File: config.mk
export PLATFORM = sky130hd
export DESIGN_NAME = nand_pe_seq
export DESIGN_NICKNAME = d
export VERILOG_FILES = /design/src/rtl/nand_pe_seq_pkg.sv /design/src/rtl/nand_pe_seq_ctrl.sv /design/src/rtl/nand_pe_seq_dp.sv /design/src/rtl/nand_pe_seq.sv
export SDC_FILE = /design/constraint.sdc
export NUM_CORES = 2
export LEC_CHECK = 0
export BUFFER_PORTS_ARGS = -buffer_cell sky130_fd_sc_hd__buf_2
export CAP_MARGIN = 0
export CORE_MARGIN = 5
export CORE_UTILIZATION = 30
export CTS_BUF_LIST = sky130_fd_sc_hd__clkbuf_16
export DETAILED_ROUTE_END_ITERATION = 8
export GPL_TIMING_DRIVEN = 0
export SLEW_MARGIN = 20
export SYNTH_ARGS = -nofsm -noshare
export SYNTH_HDL_FRONTEND = slang
export SYNTH_SLANG_ARGS = --single-unit
File: constraint.sdc
create_clock -name clk -period 6.5 [get_ports clk]
set_clock_uncertainty 0.05 [all_clocks]
set_input_delay 1.3 -clock clk [delete_from_list [all_inputs] [get_ports clk]]
set_output_delay 1.3 -clock clk [all_outputs]
set_load 0.01 [all_outputs]
File: src/rtl/nand_pe_seq_pkg.sv
package nand_pe_seq_pkg;

  typedef enum logic [1:0] {
    RSP_PASS  = 2'd0,
    RSP_FAIL  = 2'd1,
    RSP_WPROT = 2'd2,
    RSP_LIMIT = 2'd3
  } rspCode_e;

  typedef enum logic [1:0] {
    BUS_IDLE = 2'd0,
    BUS_CMD  = 2'd1,
    BUS_ADDR = 2'd2,
    BUS_DATA = 2'd3
  } busKind_e;

  typedef enum logic [1:0] {
    CMD_SETUP   = 2'd0,
    CMD_CONFIRM = 2'd1,
    CMD_STATUS  = 2'd2
  } cmdSel_e;

  localparam logic [7:0] OPC_PROG_SETUP  = 8'h80;
  localparam logic [7:0] OPC_PROG_GO     = 8'h10;
  localparam logic [7:0] OPC_ERASE_SETUP = 8'h60;
  localparam logic [7:0] OPC_ERASE_GO    = 8'hD0;
  localparam logic [7:0] OPC_STATUS      = 8'h70;

  typedef struct packed {
    logic     load;
    logic     bump;
    logic     wipe;
    logic     setReject;
    rspCode_e rejectCode;
    busKind_e kind;
    cmdSel_e  cmd;
    logic [1:0] addrIdx;
    logic     readStat;
  } ctrlStrobe_t;

endpackage

File: src/rtl/nand_pe_seq_ctrl.sv
module nand_pe_seq_ctrl
  import nand_pe_seq_pkg::*;
#(
  parameter int GUARD_CYC = 2
) (
  input  logic        clk,
  input  logic        rstN,
  input  logic        reqValid,
  input  logic        reqErase,
  input  logic        wpN,
  input  logic        limitHit,
  input  logic        opErase,
  input  logic        dataValid,
  input  logic        dataLast,
  input  logic        rbN,
  output logic        reqReady,
  output logic        dataReady,
  output logic        rspValid,
  output ctrlStrobe_t stb
);

  localparam int GW = (GUARD_CYC < 2) ? 1 : $clog2(GUARD_CYC);
  localparam logic [GW-1:0] GUARD_LAST = GW'(GUARD_CYC - 1);

  typedef enum logic [3:0] {
    ST_IDLE, ST_SETUP, ST_ADDR, ST_DATA, ST_CONFIRM, ST_GUARD,
    ST_WAITRDY, ST_STATCMD, ST_STATRD, ST_STATCAP, ST_RESP
  } state_e;

  state_e state, stateNext;
  logic [1:0] addrCnt, addrCntNext;
  logic [GW-1:0] guardCnt, guardCntNext;
  logic addrLast;

  assign addrLast  = opErase ? (addrCnt == 2'd1) : (addrCnt == 2'd2);
  assign reqReady  = (state == ST_IDLE);
  assign dataReady = (state == ST_DATA);
  assign rspValid  = (state == ST_RESP);

  always_comb begin
    stateNext    = state;
    addrCntNext  = addrCnt;
    guardCntNext = guardCnt;
    stb          = '0;
    stb.rejectCode = RSP_PASS;
    stb.kind     = BUS_IDLE;
    stb.cmd      = CMD_SETUP;
    unique case (state)
      ST_IDLE: if (reqValid) begin
        stb.load = 1'b1;
        if (!wpN) begin
          stb.setReject  = 1'b1;
          stb.rejectCode = RSP_WPROT;
          stateNext      = ST_RESP;
        end else if (!reqErase && limitHit) begin
          stb.setReject  = 1'b1;
          stb.rejectCode = RSP_LIMIT;
          stateNext      = ST_RESP;
        end else begin
          stb.bump  = !reqErase;
          stb.wipe  = reqErase;
          stateNext = ST_SETUP;
        end
      end
      ST_SETUP: begin
        stb.kind    = BUS_CMD;
        stb.cmd     = CMD_SETUP;
        addrCntNext = '0;
        stateNext   = ST_ADDR;
      end
      ST_ADDR: begin
        stb.kind    = BUS_ADDR;
        stb.addrIdx = addrCnt;
        addrCntNext = addrCnt + 2'd1;
        if (addrLast) stateNext = opErase ? ST_CONFIRM : ST_DATA;
      end
      ST_DATA: if (dataValid) begin
        stb.kind = BUS_DATA;
        if (dataLast) stateNext = ST_CONFIRM;
      end
      ST_CONFIRM: begin
        stb.kind     = BUS_CMD;
        stb.cmd      = CMD_CONFIRM;
        guardCntNext = '0;
        stateNext    = ST_GUARD;
      end
      ST_GUARD: begin
        guardCntNext = guardCnt + 1'b1;
        if (guardCnt == GUARD_LAST) stateNext = ST_WAITRDY;
      end
      ST_WAITRDY: if (rbN) stateNext = ST_STATCMD;
      ST_STATCMD: begin
        stb.kind  = BUS_CMD;
        stb.cmd   = CMD_STATUS;
        stateNext = ST_STATRD;
      end
      ST_STATRD: begin
        stb.readStat = 1'b1;
        stateNext    = ST_STATCAP;
      end
      ST_STATCAP: stateNext = ST_RESP;
      ST_RESP:    stateNext = ST_IDLE;
      default:    stateNext = ST_IDLE;
    endcase
  end

  always_ff @(posedge clk) begin
    if (!rstN) begin
      state    <= ST_IDLE;
      addrCnt  <= '0;
      guardCnt <= '0;
    end else begin
      state    <= stateNext;
      addrCnt  <= addrCntNext;
      guardCnt <= guardCntNext;
    end
  end

endmodule

File: src/rtl/nand_pe_seq_dp.sv
module nand_pe_seq_dp
  import nand_pe_seq_pkg::*;
#(
  parameter int NUM_BLOCKS = 16,
  parameter int PP_LIMIT   = 10,
  parameter int BLK_W      = $clog2(NUM_BLOCKS),
  parameter int PG_W       = 4
) (
  input  logic             clk,
  input  logic             rstN,
  input  ctrlStrobe_t      stb,
  input  logic             reqErase,
  input  logic [BLK_W-1:0] reqBlock,
  input  logic [PG_W-1:0]  reqPage,
  input  logic [7:0]       reqCol,
  input  logic [7:0]       dataByte,
  input  logic [7:0]       busDin,
  output logic             limitHit,
  output logic             opErase,
  output logic [BLK_W-1:0] opBlock,
  output rspCode_e         code,
  output logic             busCle,
  output logic             busAle,
  output logic             busWe,
  output logic             busRe,
  output logic [7:0]       busDout
);

  localparam int ROW_BITS  = BLK_W + PG_W;
  localparam int NUM_PAGES = NUM_BLOCKS << PG_W;
  localparam int CNT_W     = $clog2(PP_LIMIT + 1);
  localparam logic [CNT_W-1:0] CNT_MAX = CNT_W'(PP_LIMIT);

  logic [PG_W-1:0] opPage;
  logic [7:0]      opCol;
  logic [ROW_BITS-1:0] reqIdx;
  logic [CNT_W-1:0] pageCnt [NUM_PAGES];
  logic [15:0] progRow, eraseRow;
  logic [7:0]  cmdByte, addrByte, nextByte;

  assign reqIdx   = {reqBlock, reqPage};
  assign limitHit = (pageCnt[reqIdx] >= CNT_MAX);

  for (genvar i = 0; i < NUM_PAGES; i++) begin : g_cnt
    localparam logic [BLK_W-1:0] MY_BLK = BLK_W'(i >> PG_W);
    always_ff @(posedge clk) begin
      if (!rstN) begin
        pageCnt[i] <= '0;
      end else if (stb.wipe && reqBlock == MY_BLK) begin
        pageCnt[i] <= '0;
      end else if (stb.bump && reqIdx == ROW_BITS'(i)) begin
        pageCnt[i] <= pageCnt[i] + 1'b1;
      end
    end
  end

  always_comb begin
    progRow  = '0;
    eraseRow = '0;
    progRow[ROW_BITS-1:0]  = {opBlock, opPage};
    eraseRow[ROW_BITS-1:0] = {opBlock, {PG_W{1'b0}}};
  end

  always_comb begin
    unique case (stb.cmd)
      CMD_SETUP:   cmdByte = opErase ? OPC_ERASE_SETUP : OPC_PROG_SETUP;
      CMD_CONFIRM: cmdByte = opErase ? OPC_ERASE_GO : OPC_PROG_GO;
      default:     cmdByte = OPC_STATUS;
    endcase
    unique case (stb.addrIdx)
      2'd0:    addrByte = opErase ? eraseRow[7:0] : opCol;
      2'd1:    addrByte = opErase ? eraseRow[15:8] : progRow[7:0];
      default: addrByte = progRow[15:8];
    endcase
    unique case (stb.kind)
      BUS_CMD:  nextByte = cmdByte;
      BUS_ADDR: nextByte = addrByte;
      BUS_DATA: nextByte = dataByte;
      default:  nextByte = 8'h00;
    endcase
  end

  always_ff @(posedge clk) begin
    if (!rstN) begin
      opErase <= 1'b0;
      opBlock <= '0;
      opPage  <= '0;
      opCol   <= '0;
      code    <= RSP_PASS;
      busCle  <= 1'b0;
      busAle  <= 1'b0;
      busWe   <= 1'b0;
      busRe   <= 1'b0;
      busDout <= '0;
    end else begin
      if (stb.load) begin
        opErase <= reqErase;
        opBlock <= reqBlock;
        opPage  <= reqPage;
        opCol   <= reqCol;
      end
      if (stb.setReject) code <= stb.rejectCode;
      else if (busRe)    code <= busDin[0] ? RSP_FAIL : RSP_PASS;
      busWe   <= (stb.kind != BUS_IDLE);
      busCle  <= (stb.kind == BUS_CMD);
      busAle  <= (stb.kind == BUS_ADDR);
      busRe   <= stb.readStat;
      busDout <= nextByte;
    end
  end

endmodule

File: src/rtl/nand_pe_seq.sv
module nand_pe_seq
  import nand_pe_seq_pkg::*;
#(
  parameter int NUM_BLOCKS = 16,
  parameter int PP_LIMIT   = 10,
  parameter int GUARD_CYC  = 2,
  parameter int BLK_W      = $clog2(NUM_BLOCKS)
) (
  input  logic             clk,
  input  logic             rstN,
  input  logic             reqValid,
  output logic             reqReady,
  input  logic             reqErase,
  input  logic [BLK_W-1:0] reqBlock,
  input  logic [3:0]       reqPage,
  input  logic [7:0]       reqCol,
  input  logic             dataValid,
  output logic             dataReady,
  input  logic [7:0]       dataByte,
  input  logic             dataLast,
  output logic             busCle,
  output logic             busAle,
  output logic             busWe,
  output logic             busRe,
  output logic [7:0]       busDout,
  input  logic [7:0]       busDin,
  input  logic             nandRbN,
  input  logic             nandWpN,
  output logic             rspValid,
  output logic [1:0]       rspCode,
  output logic [BLK_W-1:0] rspBlock
);

  ctrlStrobe_t stb;
  logic limitHit, opErase;
  rspCode_e code;

  nand_pe_seq_ctrl #(.GUARD_CYC(GUARD_CYC)) u_ctrl (
    .clk(clk), .rstN(rstN), .reqValid(reqValid), .reqErase(reqErase),
    .wpN(nandWpN), .limitHit(limitHit), .opErase(opErase),
    .dataValid(dataValid), .dataLast(dataLast), .rbN(nandRbN),
    .reqReady(reqReady), .dataReady(dataReady), .rspValid(rspValid), .stb(stb)
  );

  nand_pe_seq_dp #(
    .NUM_BLOCKS(NUM_BLOCKS), .PP_LIMIT(PP_LIMIT), .BLK_W(BLK_W), .PG_W(4)
  ) u_dp (
    .clk(clk), .rstN(rstN), .stb(stb), .reqErase(reqErase),
    .reqBlock(reqBlock), .reqPage(reqPage), .reqCol(reqCol),
    .dataByte(dataByte), .busDin(busDin), .limitHit(limitHit),
    .opErase(opErase), .opBlock(rspBlock), .code(code),
    .busCle(busCle), .busAle(busAle), .busWe(busWe), .busRe(busRe),
    .busDout(busDout)
  );

  assign rspCode = code;

endmodule

==> flow_summary.json <==
{
  "status": "finished, violations left",
  "chipHeight_um": 449,
  "dpl_cell_area_um2": 61500,
  "cp.required_ns": 6.83,
  "h-tree-depth": 3,
  "gp_congestion": 1.05,
  "critPathKind": "input port to register",
  "dr.pass1.iters": 8,
  "coreArea_um2": 192000,
  "fin_total_pwr_mw": 16.5,
  "violations": "setup timing",
  "finalHoldViolations": 0,
  "period_share": 1.05,
  "min_period_ns": 6.86,
  "finalSetupViolCount": 635,
  "ios": 61,
  "p_per_area_nw_per_um2": 253,
  "yosys_warnings": 0,
  "vias": 47389,
  "final_area_um2": 65300,
  "antenna_found_initial": 25,
  "cp_max_fo": 10,
  "min_path_type": "register to register",
  "die_area_um2": 202000,
  "slew_headroom": 0.0964,
  "root_buffer": "clkbuf_16",
  "synth-seq-cells": 1062,
  "clockBufferDepth": 3,
  "wire_per_inst_um": 32.8,
  "start_util": 0.301,
  "ys_seq_area_frac": 0.545,
  "gr-total-overflow": 0,
  "path_clk_slew_ns": 0.06,
  "io_buffers": 47,
  "hold_buffers": 0,
  "syn2layout_area_growth_pct": 12.9,
  "clock_latency_ns": 0.78,
  "slew_viol_final": 0,
  "ys.flop_type": "edfxtp_1",
  "fmax_mhz": 146,
  "worst_pin_slew_ns": 1.36,
  "layout-drive-gt1-share": 0.103,
  "layout_common_cells": "edfxtp_1, nor3_1, nand3_1",
  "hpwl_um": 181000,
  "first_iter_violations": 7784,
  "final_common_cell": "edfxtp_1",
  "p_leak_nw": 21.4,
  "synth_edf_count": 1024,
  "cts_tree": "yes",
  "rows": 161,
  "grt_first_pass_wirelength_um": 345000,
  "die-width_um": 449,
  "worst-endpoint-arrival_ns": 7.19,
  "final.fill_count": 19215,
  "syn_inst": 4944,
  "critPathCaptureType": "register",
  "dp.cells": 7528,
  "setup_ws_ns": -0.356,
  "grt_pass1_vias": 44169,
  "final_nets": 5411,
  "viasPerCell": 6.12,
  "drcViolationCount": 0,
  "post_synth.cell_area_avg_um2": 11.7,
  "drv_cap": 0,
  "synthesis.area_um2": 57800,
  "clkSinkCount": 1062,
  "ant_nets": 0,
  "cts_buffers": 113,
  "grt_max_degree": 20,
  "startpoint_type": "input port",
  "grt_usage": 0.240,
  "fin_cells": 7740,
  "ir_drop_mv": 0.246,
  "rsz0062_at_grt": "true",
  "synth.distinct_cells": 61,
  "post_cts_buffers": 0,
  "syn-num-nets": 5240,
  "synthArstFlopShare": 0,
  "routed_wl_um": 254000
}
==> sequential cells by signal (all words and copies together), names as in the netlist, 2 cells and up <==
| signal | cells |
|---|---|
| u_dp.pageCnt | 1024 |
| u_dp.busDout | 8 |
| u_dp.opCol | 8 |
| u_ctrl.state | 4 |
| u_dp.opBlock | 4 |
| u_dp.opPage | 4 |
| u_ctrl.addrCnt | 2 |
| u_dp.code | 2 |
==> where the power goes <==
| part | switching (mW) | internal, mW | total, mW | leakage [nW] |
|---|---|---|---|---|
| registers | 0.257 | 7.79 | 8.04 | 10.9 |
| logic | 1.43 | 0.574 | 2.00 | 8.65 |
| clock network | 2.94 | 3.56 | 6.50 | 1.87 |
| total | 4.62 | 11.9 | 16.5 | 21.4 |
==> metal layers <==
| metal | vias to the layer above | GRT usage | wire length [um] |
|---|---|---|---|
| met5 | - | 0 | 113 |
| met2 | 3863 | 0.345 | 105000 |
| met1 | 23488 | 0.300 | 91200 |
| li1 | 19157 | - | - |
| met3 | 869 | 0.0852 | 36600 |
| met4 | 12 | 0.169 | 20500 |
==> cells by family (layout without fill, tap and decap cells) <==
family          Yosys count  in the layout  share of synthesized area
compound gates          488            488                     0.0495
fa+ha+maj               256            256                     0.0554
flops                  1062           1062                      0.545
xor+xnor                513            513                     0.0777
other cells               0              8                          0
simple gates           1750           1750                      0.159
mux                     292            292                     0.0719
buf+inv                 583            845                     0.0413
==> final cells by class <==
cell class	instances	area [um^2]	share of cell area
diodes	8	20.0	0.000307
plain buffers	398	1870	0.0287
clock buffers	118	2950	0.0452
clock inverters	88	593	0.00908
inverters	183	687	0.0105
multi-input cells	3299	24100	0.369
flip-flops and latches	1062	31500	0.483
well taps	2526	3160	0.0484
repair buffers	58	382	0.00585
==> synth_stat cells (97+ instances only) <==
cell type,n,share of area
nor3_1,628,0.054
xnor2_1,256,0.039
nor2_1,136,0.0088
mux2i_1,180,0.031
nand3_1,393,0.034
nor4_1,299,0.032
nand2_1,147,0.0095
mux4_2,97,0.038
clkbuf_1,276,0.018
inv_1,183,0.012
xor2_1,257,0.039
edfxtp_1,1024,0.53
o21ai_0,273,0.024
ha_1,256,0.055
==> metrics by stage <==
step | worst slack (ns) | TNS, ns | util | hold slack, ns
final | -0.356 | -88.21 | 0.340 | 0.402
after global routing | -0.0792 | -1.57 | 0.340 | 0.441
after CTS | -0.0142 | -0.119 | 0.339 | 0.406
after detailed placement | -2.51 | -3535.38 | 0.320 | 0.398
after global placement | -2.48 | -3450.11 | 0.318 | 0.390
after floorplan | 1.65 | 0 | - | 0.383
==> worst paths after layout <==
| path | start | end | slack, ns | cells after the start |
|---|---|---|---|---|
| setup / recovery | reqBlock[1] | u_dp.pageCnt[153][3]$_SDFFCE_PN0P_ | -0.36 | 11 |
| hold / removal | u_dp.opCol[1]$_SDFFE_PN0P_ | u_dp.opCol[1]$_SDFFE_PN0P_ | 0.40 | 2 |
| setup reg to reg | u_ctrl.state[2]$_SDFFE_PN0P_ | u_dp.pageCnt[196][3]$_SDFFCE_PN0P_ | 0.91 | 11 |
| hold reg to reg | u_dp.opCol[1]$_SDFFE_PN0P_ | u_dp.opCol[1]$_SDFFE_PN0P_ | 0.40 | 2 |
==> worst max-delay path, cell delays in order <==
cell	delay, ns
clkbuf_2	0.55
clkbuf_1	0.64
nand2_1	0.88
a2111oi_1	1.15
o41ai_1	0.36
o22a_1	0.30
o211ai_2	0.12
buf_6	0.24
nand4_2	0.26
clkbuf_1	0.60
o21ai_0	0.76
==> what timing repair did <==
item | in CTS | in global routing
pin swaps | 0 | 0
endpoints found under the setup margin | 2053 | 627
gates resized for setup | 85 | 58
(Power assumes the default switching activity.)
